### src/rtl/ecc_evt_pkg.sv
package ecc_evt_pkg;

    localparam int NSRC    = 2;
    localparam int SRC_COR = 0;
    localparam int SRC_UNC = 1;
    localparam int VEC_W   = 3;

    typedef enum logic [VEC_W-1:0] {
        IV_NONE = 3'd0,
        IV_COR  = 3'd2,
        IV_UNC  = 3'd4
    } ivec_e;

    typedef enum logic [VEC_W-1:0] {
        RV_NONE   = 3'd0,
        RV_PUC    = 3'd1,
        RV_SYSRST = 3'd2
    } rvec_e;

    typedef struct packed {
        logic nmi;
        logic sysrst;
        logic puc;
    } evt_t;

    function automatic ivec_e pick_ivec(input logic [NSRC-1:0] pend);
        if (pend[SRC_UNC])      return IV_UNC;
        else if (pend[SRC_COR]) return IV_COR;
        else                    return IV_NONE;
    endfunction

endpackage

### src/rtl/ecc_flag_cell.sv
module ecc_flag_cell (
    input  logic clk,
    input  logic rst,
    input  logic set_i,
    input  logic clr_i,
    input  logic en_i,
    output logic flag_o,
    output logic pend_o,
    output logic qual_rise_o,
    output logic flag_rise_o
);
    logic flag_q;
    logic qual_q;
    logic flag_prev_q;

    always_ff @(posedge clk) begin
        if (rst) begin
            flag_q      <= 1'b0;
            qual_q      <= 1'b0;
            flag_prev_q <= 1'b0;
        end else begin
            flag_q      <= set_i | (flag_q & ~clr_i);
            qual_q      <= flag_q & en_i;
            flag_prev_q <= flag_q;
        end
    end

    assign flag_o      = flag_q;
    assign pend_o      = flag_q & en_i;
    assign qual_rise_o = pend_o & ~qual_q;
    assign flag_rise_o = flag_q & ~flag_prev_q;

    // Set beats a clear in the same cycle
    assert_set_wins_R9: assert property (@(posedge clk) disable iff (rst)
        set_i |=> flag_o);
    // A flag only drops on a clear strobe
    assert_sticky_R9: assert property (@(posedge clk) disable iff (rst)
        flag_o && !clr_i |=> flag_o);
    // Qualified edge is a single-cycle pulse
    assert_single_pulse_R2: assert property (@(posedge clk) disable iff (rst)
        qual_rise_o |=> !qual_rise_o);

endmodule

### src/rtl/ecc_evt_route.sv
module ecc_evt_route
    import ecc_evt_pkg::*;
(
    input  logic            clk,
    input  logic            rst,
    input  logic [NSRC-1:0] pend_i,
    input  logic [NSRC-1:0] qual_rise_i,
    input  logic            unc_flag_rise_i,
    input  logic            rst_en_i,
    output evt_t            evt_o,
    output ivec_e           ivec_o,
    output rvec_e           rvec_o
);
    rvec_e rvec_q;

    always_ff @(posedge clk) begin
        if (rst) begin
            rvec_q <= RV_NONE;
        end else if (unc_flag_rise_i) begin
            rvec_q <= rst_en_i ? RV_SYSRST : RV_PUC;
        end
    end

    always_comb begin
        evt_o.nmi    = |qual_rise_i;
        evt_o.puc    = unc_flag_rise_i;
        evt_o.sysrst = unc_flag_rise_i & rst_en_i;
    end

    assign ivec_o = pick_ivec(pend_i);
    assign rvec_o = rvec_q;

    // Escalated reset never occurs without the clear-reset request
    assert_rst_with_puc_R5: assert property (@(posedge clk) disable iff (rst)
        evt_o.sysrst |-> evt_o.puc);
    // Reset class is logged one cycle after the request
    assert_rvec_logged_R8: assert property (@(posedge clk) disable iff (rst)
        evt_o.puc |=> rvec_o != RV_NONE);

endmodule

### src/rtl/ecc_evt_ctrl.sv
module ecc_evt_ctrl
    import ecc_evt_pkg::*;
(
    input  logic             clk,
    input  logic             rst,
    input  logic             cor_err_i,
    input  logic             unc_err_i,
    input  logic             cor_ie_i,
    input  logic             unc_ie_i,
    input  logic             rst_en_i,
    input  logic             cor_clr_i,
    input  logic             unc_clr_i,
    output logic             cor_flag_o,
    output logic             unc_flag_o,
    output logic             nmi_req_o,
    output logic             sys_rst_req_o,
    output logic             puc_req_o,
    output logic [VEC_W-1:0] nmi_vec_o,
    output logic [VEC_W-1:0] rst_vec_o
);
    logic [NSRC-1:0] set_v, clr_v, en_v, flag_v, pend_v, qrise_v, frise_v;
    evt_t  evt;
    ivec_e ivec;
    rvec_e rvec;

    always_comb begin
        set_v[SRC_COR] = cor_err_i;
        set_v[SRC_UNC] = unc_err_i;
        clr_v[SRC_COR] = cor_clr_i;
        clr_v[SRC_UNC] = unc_clr_i;
        en_v[SRC_COR]  = cor_ie_i;
        en_v[SRC_UNC]  = unc_ie_i;
    end

    for (genvar s = 0; s < NSRC; s++) begin : g_src
        ecc_flag_cell u_cell (
            .clk         (clk),
            .rst         (rst),
            .set_i       (set_v[s]),
            .clr_i       (clr_v[s]),
            .en_i        (en_v[s]),
            .flag_o      (flag_v[s]),
            .pend_o      (pend_v[s]),
            .qual_rise_o (qrise_v[s]),
            .flag_rise_o (frise_v[s])
        );
    end

    ecc_evt_route u_route (
        .clk             (clk),
        .rst             (rst),
        .pend_i          (pend_v),
        .qual_rise_i     (qrise_v),
        .unc_flag_rise_i (frise_v[SRC_UNC]),
        .rst_en_i        (rst_en_i),
        .evt_o           (evt),
        .ivec_o          (ivec),
        .rvec_o          (rvec)
    );

    assign cor_flag_o    = flag_v[SRC_COR];
    assign unc_flag_o    = flag_v[SRC_UNC];
    assign nmi_req_o     = evt.nmi;
    assign sys_rst_req_o = evt.sysrst;
    assign puc_req_o     = evt.puc;
    assign nmi_vec_o     = ivec;
    assign rst_vec_o     = rvec;

    assert_cor_flag_R1: assert property (@(posedge clk) disable iff (rst)
        cor_err_i |=> cor_flag_o);
    assert_unc_flag_R3: assert property (@(posedge clk) disable iff (rst)
        unc_err_i |=> unc_flag_o);
    assert_unc_nmi_R4: assert property (@(posedge clk) disable iff (rst)
        unc_err_i && !unc_flag_o && unc_ie_i ##1 unc_ie_i |-> nmi_req_o);
    assert_unc_prio_R6: assert property (@(posedge clk) disable iff (rst)
        unc_flag_o && unc_ie_i |-> nmi_vec_o == 3'd4);
    assert_new_unc_puc_R7: assert property (@(posedge clk) disable iff (rst)
        unc_err_i && !unc_flag_o |=> puc_req_o);

endmodule

### config.mk
export PLATFORM = sky130hd
export DESIGN_NAME = ecc_evt_ctrl
export DESIGN_NICKNAME = d
export VERILOG_FILES = /design/src/rtl/ecc_evt_pkg.sv /design/src/rtl/ecc_flag_cell.sv /design/src/rtl/ecc_evt_route.sv /design/src/rtl/ecc_evt_ctrl.sv
export SDC_FILE = /design/constraint.sdc
export NUM_CORES = 1
export LEC_CHECK = 0
export BUFFER_PORTS_ARGS = -buffer_cell sky130_fd_sc_hd__buf_2
export CAP_MARGIN = 40
export CORE_AREA = 2 2 39 41
export DETAILED_ROUTE_END_ITERATION = 10
export DIE_AREA = 0 0 41 43
export PLACE_DENSITY_LB_ADDON = 0.1
export SYNTH_ARGS = -nofsm -noshare
export SYNTH_HDL_FRONTEND = slang
export SYNTH_SLANG_ARGS = --single-unit
### constraint.sdc
create_clock -name clk -period 1.4 [get_ports clk]
set_clock_uncertainty 0.2 [all_clocks]
set_input_delay 0.42 -clock clk [delete_from_list [all_inputs] [get_ports clk]]
set_output_delay 0.42 -clock clk [all_outputs]
set_load 0.01 [all_outputs]
## Yosys cells after proc, flatten, opt, wreduce, memory -nomap -nowiden

Cells that the tools add are included.

- Bitwise gates (word level): 15
- Reduce and logical (&&, ||, !) cells: 1
- Mux-type cells: 3

Operators by type and width:

| kind | number |
|---|---|
| bitwise AND 1 bit | 8 |
| NOT 1 bit | 5 |
| two-way mux 2 bit | 2 |
| two-way mux 3 bit | 1 |
| bitwise OR 1 bit | 2 |
| OR reduction 2 bit | 1 |

- Input port bits: 9
- Register bits: 8
- Output and inout bits: 11

## Depth between registers and ports, before layout

- Depth after elaboration: 3
- Depth in mapped cells: 3

## Modules after synthesis

Synthesis repeated with hierarchy kept, for this count alone.

- Cells, all modules: 39
- Area total of the unflattened synthesis: 349.1 um^2

Modules (own cells, without submodules):

| module | times used | cells an instance | area an instance (um^2) |
|---|---|---|---|
| ecc_flag_cell | 2 | 12 | 106.4 |
| ecc_evt_route | 1 | 15 | 136.4 |

## Worst setup path before layout

Ideal clock, no wire load.

- Path kind: register -> output
- Start: register g_src[1].u_cell.flag_q
- End: output sys_rst_req_o
- Data required time: 0.780 ns
- Setup slack: -0.039 ns
- Buffers on the path: 0
- Arrival: 0.819 ns
- Stages on the path, launching flop included: 3
- Cell sequence: dfxtp_1 > and2b_4 > and2_1

- Longest elaborated chain between the ends: 2

RTL lines:

| what | RTL line | source |
|---|---|---|
| start, declared | ecc_flag_cell.sv:12 | `logic flag_q;` |
| start signal, assigned | ecc_flag_cell.sv:22 | `flag_q <= set_i \| (flag_q & ~clr_i);` |
| bitwise AND 1 bit | ecc_flag_cell.sv:31 | `assign flag_rise_o = flag_q & ~flag_prev_q;` |
| via puc_req_o | ecc_evt_ctrl.sv:17 | `output logic puc_req_o,` |
| bitwise AND 1 bit | ecc_evt_route.sv:27 | `evt_o.sysrst = unc_flag_rise_i & rst_en_i;` |
| end, declared | ecc_evt_ctrl.sv:16 | `output logic sys_rst_req_o,` |

The timed path passes the listed nets, and every way through them passes these cells.

## Final worst setup path

- Start: register g_src[1].u_cell.flag_q
- End: output puc_req_o

- Longest elaborated chain between the ends: 1

RTL lines:

| what | RTL line |
|---|---|
| bitwise AND 1 bit | ecc_flag_cell.sv:31 |
| end, declared | ecc_evt_ctrl.sv:17 |

No other way between the ends.

==> results by group <==
Run status
  • Run status: finished, violations left
  • Violated checks: negative setup slack

Synthesis
  • Mean post-synth cell area: 8.87 um2
  • Post-synthesis register bit count: 7
  • Area leader, netlist: dfxtp_1
  • Post-synthesis sequential area ratio: 46.5%
  • Synth Warn #: 0
  • Ranking of synthesized cells by area: dfxtp_1 46%, buf_4 7.5%, nand2b_1 6.2%
  • Synth unique cells: 16
  • Share of the synthesized area in the top cell type: 46.5%
  • Synthesized instance count: 34
  • Post-Syn Area: 302 um2

Setup path
  • CP required: 780 ps
  • Crit path arrival time: 1010 ps
  • Worst r2r dst: u_route.rvec_o[0]
  • Slowest cell on the critical path: dfxtp_4
  • Worst Setup End Kind: output pin
  • CP startpoint: g_src[1].u_cell.flag_o
  • Largest stage delay, worst path: 360 ps
  • CP Max Fanout: 5
  • Reg2Reg Depth: 4
  • Worst R2R Setup Slack: 30 ps
  • Setup crit start kind: flop
  • R2r startpoint: g_src[1].u_cell.flag_o
  • Worst Path Class, Setup: flop to output pin
  • Worst-path cell chain: and2b_4, buf_4, buf_6

Clocking
  • CTS tree: built
  • Clk_lat worst skew: 250 ps
  • Sink Count: 7
  • Clk root buf: clkbuf_4
  • Htree depth: 1
  • Total CTS buffers: 3
  • Clk buf depth: 2
  • Clock-pin slew on the worst setup and hold paths: 50 ps

Die
  • CORE AREA: 0.00138 mm2
  • Die height: 43 um
  • Initial Utilization: 21.8%
  • FP Rows: 14
  • DIE WIDTH: 41 um
  • Ports: 20
  • Die area: 0.00176 mm2

Global routing
  • First-pass GRT wire length: 972 um
  • Overall Global Routing Usage: 8.63%
  • Vias in the first global route: 252
  • Total grt overflow: 0
  • Initial antenna violation count: 0
  • Largest net degree at the start of global routing: 10

Cells and area
  • Share of layout cells above drive strength 1: 56.9%
  • Syn-to-layout area delta: 63.5%
  • Antenna diodes: 0
  • Final Net Count: 68

Timing
  • Tcrit/Tclk final: 117%
  • Final worst setup slack: -233 ps
  • RSZ-0062 raised after global routing: true
  • # setup viols final: 6
  • Final TNS setup: -966 ps
  • Final Max Tran Viols: 0
  • Final hold violation count: 0
  • Fmax: 612 MHz
  • Fin crit period: 1630 ps

Run
  • Max cap viols: 0

Routing
  • 1st-iter DRT viols: 2
  • Wire per inst: 8.70 um
  • Vias: 285
  • Post-DRT Antenna Nets: 0
  • DRT Wirelength: 644 um
  • First-pass iteration count of the detailed router: 3
  • Via density: 3.85
  • DRC: 0

Power and ir drop
  • Peak VDD IR: 0.435 mV
  • PD cells: 1000 mW/mm2
  • P_leak: 0.257 nW

Place
  • Post-DP HPWL: 459 um
  • Pre-CTS WS: -88.7 ps
  • Placer congestion estimate: 0.562
  • PortBufs: 17

Worst hold path
  • Hold endpoint: g_src[0].u_cell.flag_o
  • Hold crit path type: input pin to flop
  • Min-Delay Startpoint: cor_err_i
  • Worst hold stages: 3
-- worst max-delay path: cells and delay by family (launching register included) --
family	cells	cell delay (ps)
DFF	1	360
and+or+nand+nor	1	170
buffers and inverters	2	240
-- final cells by class --
cell class	instances	area, um2
inverters	3	11.3
fillers	154	891
clock buffers	4	26.3
well taps	16	20.0
repair buffers	23	156
multi-input cells	21	134
flip-flops and latches	7	145
-- synth_stat cells --
cell type	count
and2_1	1
nand2b_1	3
nor2b_1	2
o22ai_1	1
and2b_4	1
mux2_4	1
dfxtp_1	7
nand2_1	2
conb_1	1
buf_4	3
nand4bb_1	1
inv_1	3
nor2_1	3
buf_2	1
a21oi_1	3
o21ai_0	1
-- metrics by stage --
step                      hold slack [ps]  cells  util [%]  total power [mW]  instance area (um2)
after global routing                  182     74      35.6             0.532                  493
after CTS                             184     74      35.4             0.505                  489
final                                 197     74      35.6             0.494                  493
after detailed placement              275     68      29.9             0.295                  414
after floorplan                       293     35         -             0.263                  307
after global placement                273     68      29.9             0.295                  414
-- where the power goes --
group	total [mW]	leakage (nW)	internal, mW	switching, mW
Clock	0.187	0.0150	0.109	0.0778
Combinational	0.0913	0.184	0.0542	0.0370
Sequential	0.216	0.0584	0.210	0.00688
Total	0.494	0.257	0.373	0.122
-- routing by layer --
layer | wire length, um | vias to the layer above | track usage, %
met5 | 0 | - | 0
met3 | 62 | 0 | 7.85
met2 | 270 | 14 | 11.9
met1 | 311 | 121 | 9.65
li1 | - | 150 | -
met4 | 0 | 0 | 2.00
-- logic make-up (layout without fill, tap and decap cells) --
kind of cell	after synthesis	after routing	share of synthesized area, %
buf+inv	7	30	12.9
other cells	1	2	1.24
compound gates	5	5	8.71
mux	1	1	4.98
flops	7	7	46.5
simple gates	13	13	25.7
-- worst max path at each step --
stage	endpoint	slack, ps	depth (start not counted)
3_5_place_dp	nmi_req_o	-90	4
3_3_place_gp	nmi_req_o	-80	4
4_1_cts	puc_req_o	-240	3
5_1_grt	puc_req_o	-280	3
6_report	puc_req_o	-230	3
2_1_floorplan	sys_rst_req_o	40	2
-- placed cells by master, fill, tap and decap left out, drive strengths merged --
cell type / instances
buf: 23
dfxtp: 7
clkbuf: 4
inv: 3
a21oi: 3
nor2: 3
nand2b: 3
nand2: 2
nor2b: 2
conb: 2
and2b: 1
o22ai: 1
and2: 1
mux2: 1
nand4bb: 1
o21ai: 1
-- registers in the layout (all words and copies together), names as in the netlist --
register,flops
g_src.u_cell.flag_prev_q,1
g_src.u_cell.qual_q,2
u_route.rvec_o,2
g_src.u_cell.flag_o,2
-- repair_timing --
item,4_1_cts,5_1_grt
gates resized for setup,9,2
setup buffers,2,1
pin swaps,1,0
hold buffers,0,0
endpoints found under the setup margin,6,6
Note: power is estimated with default switching activity, not from simulation.
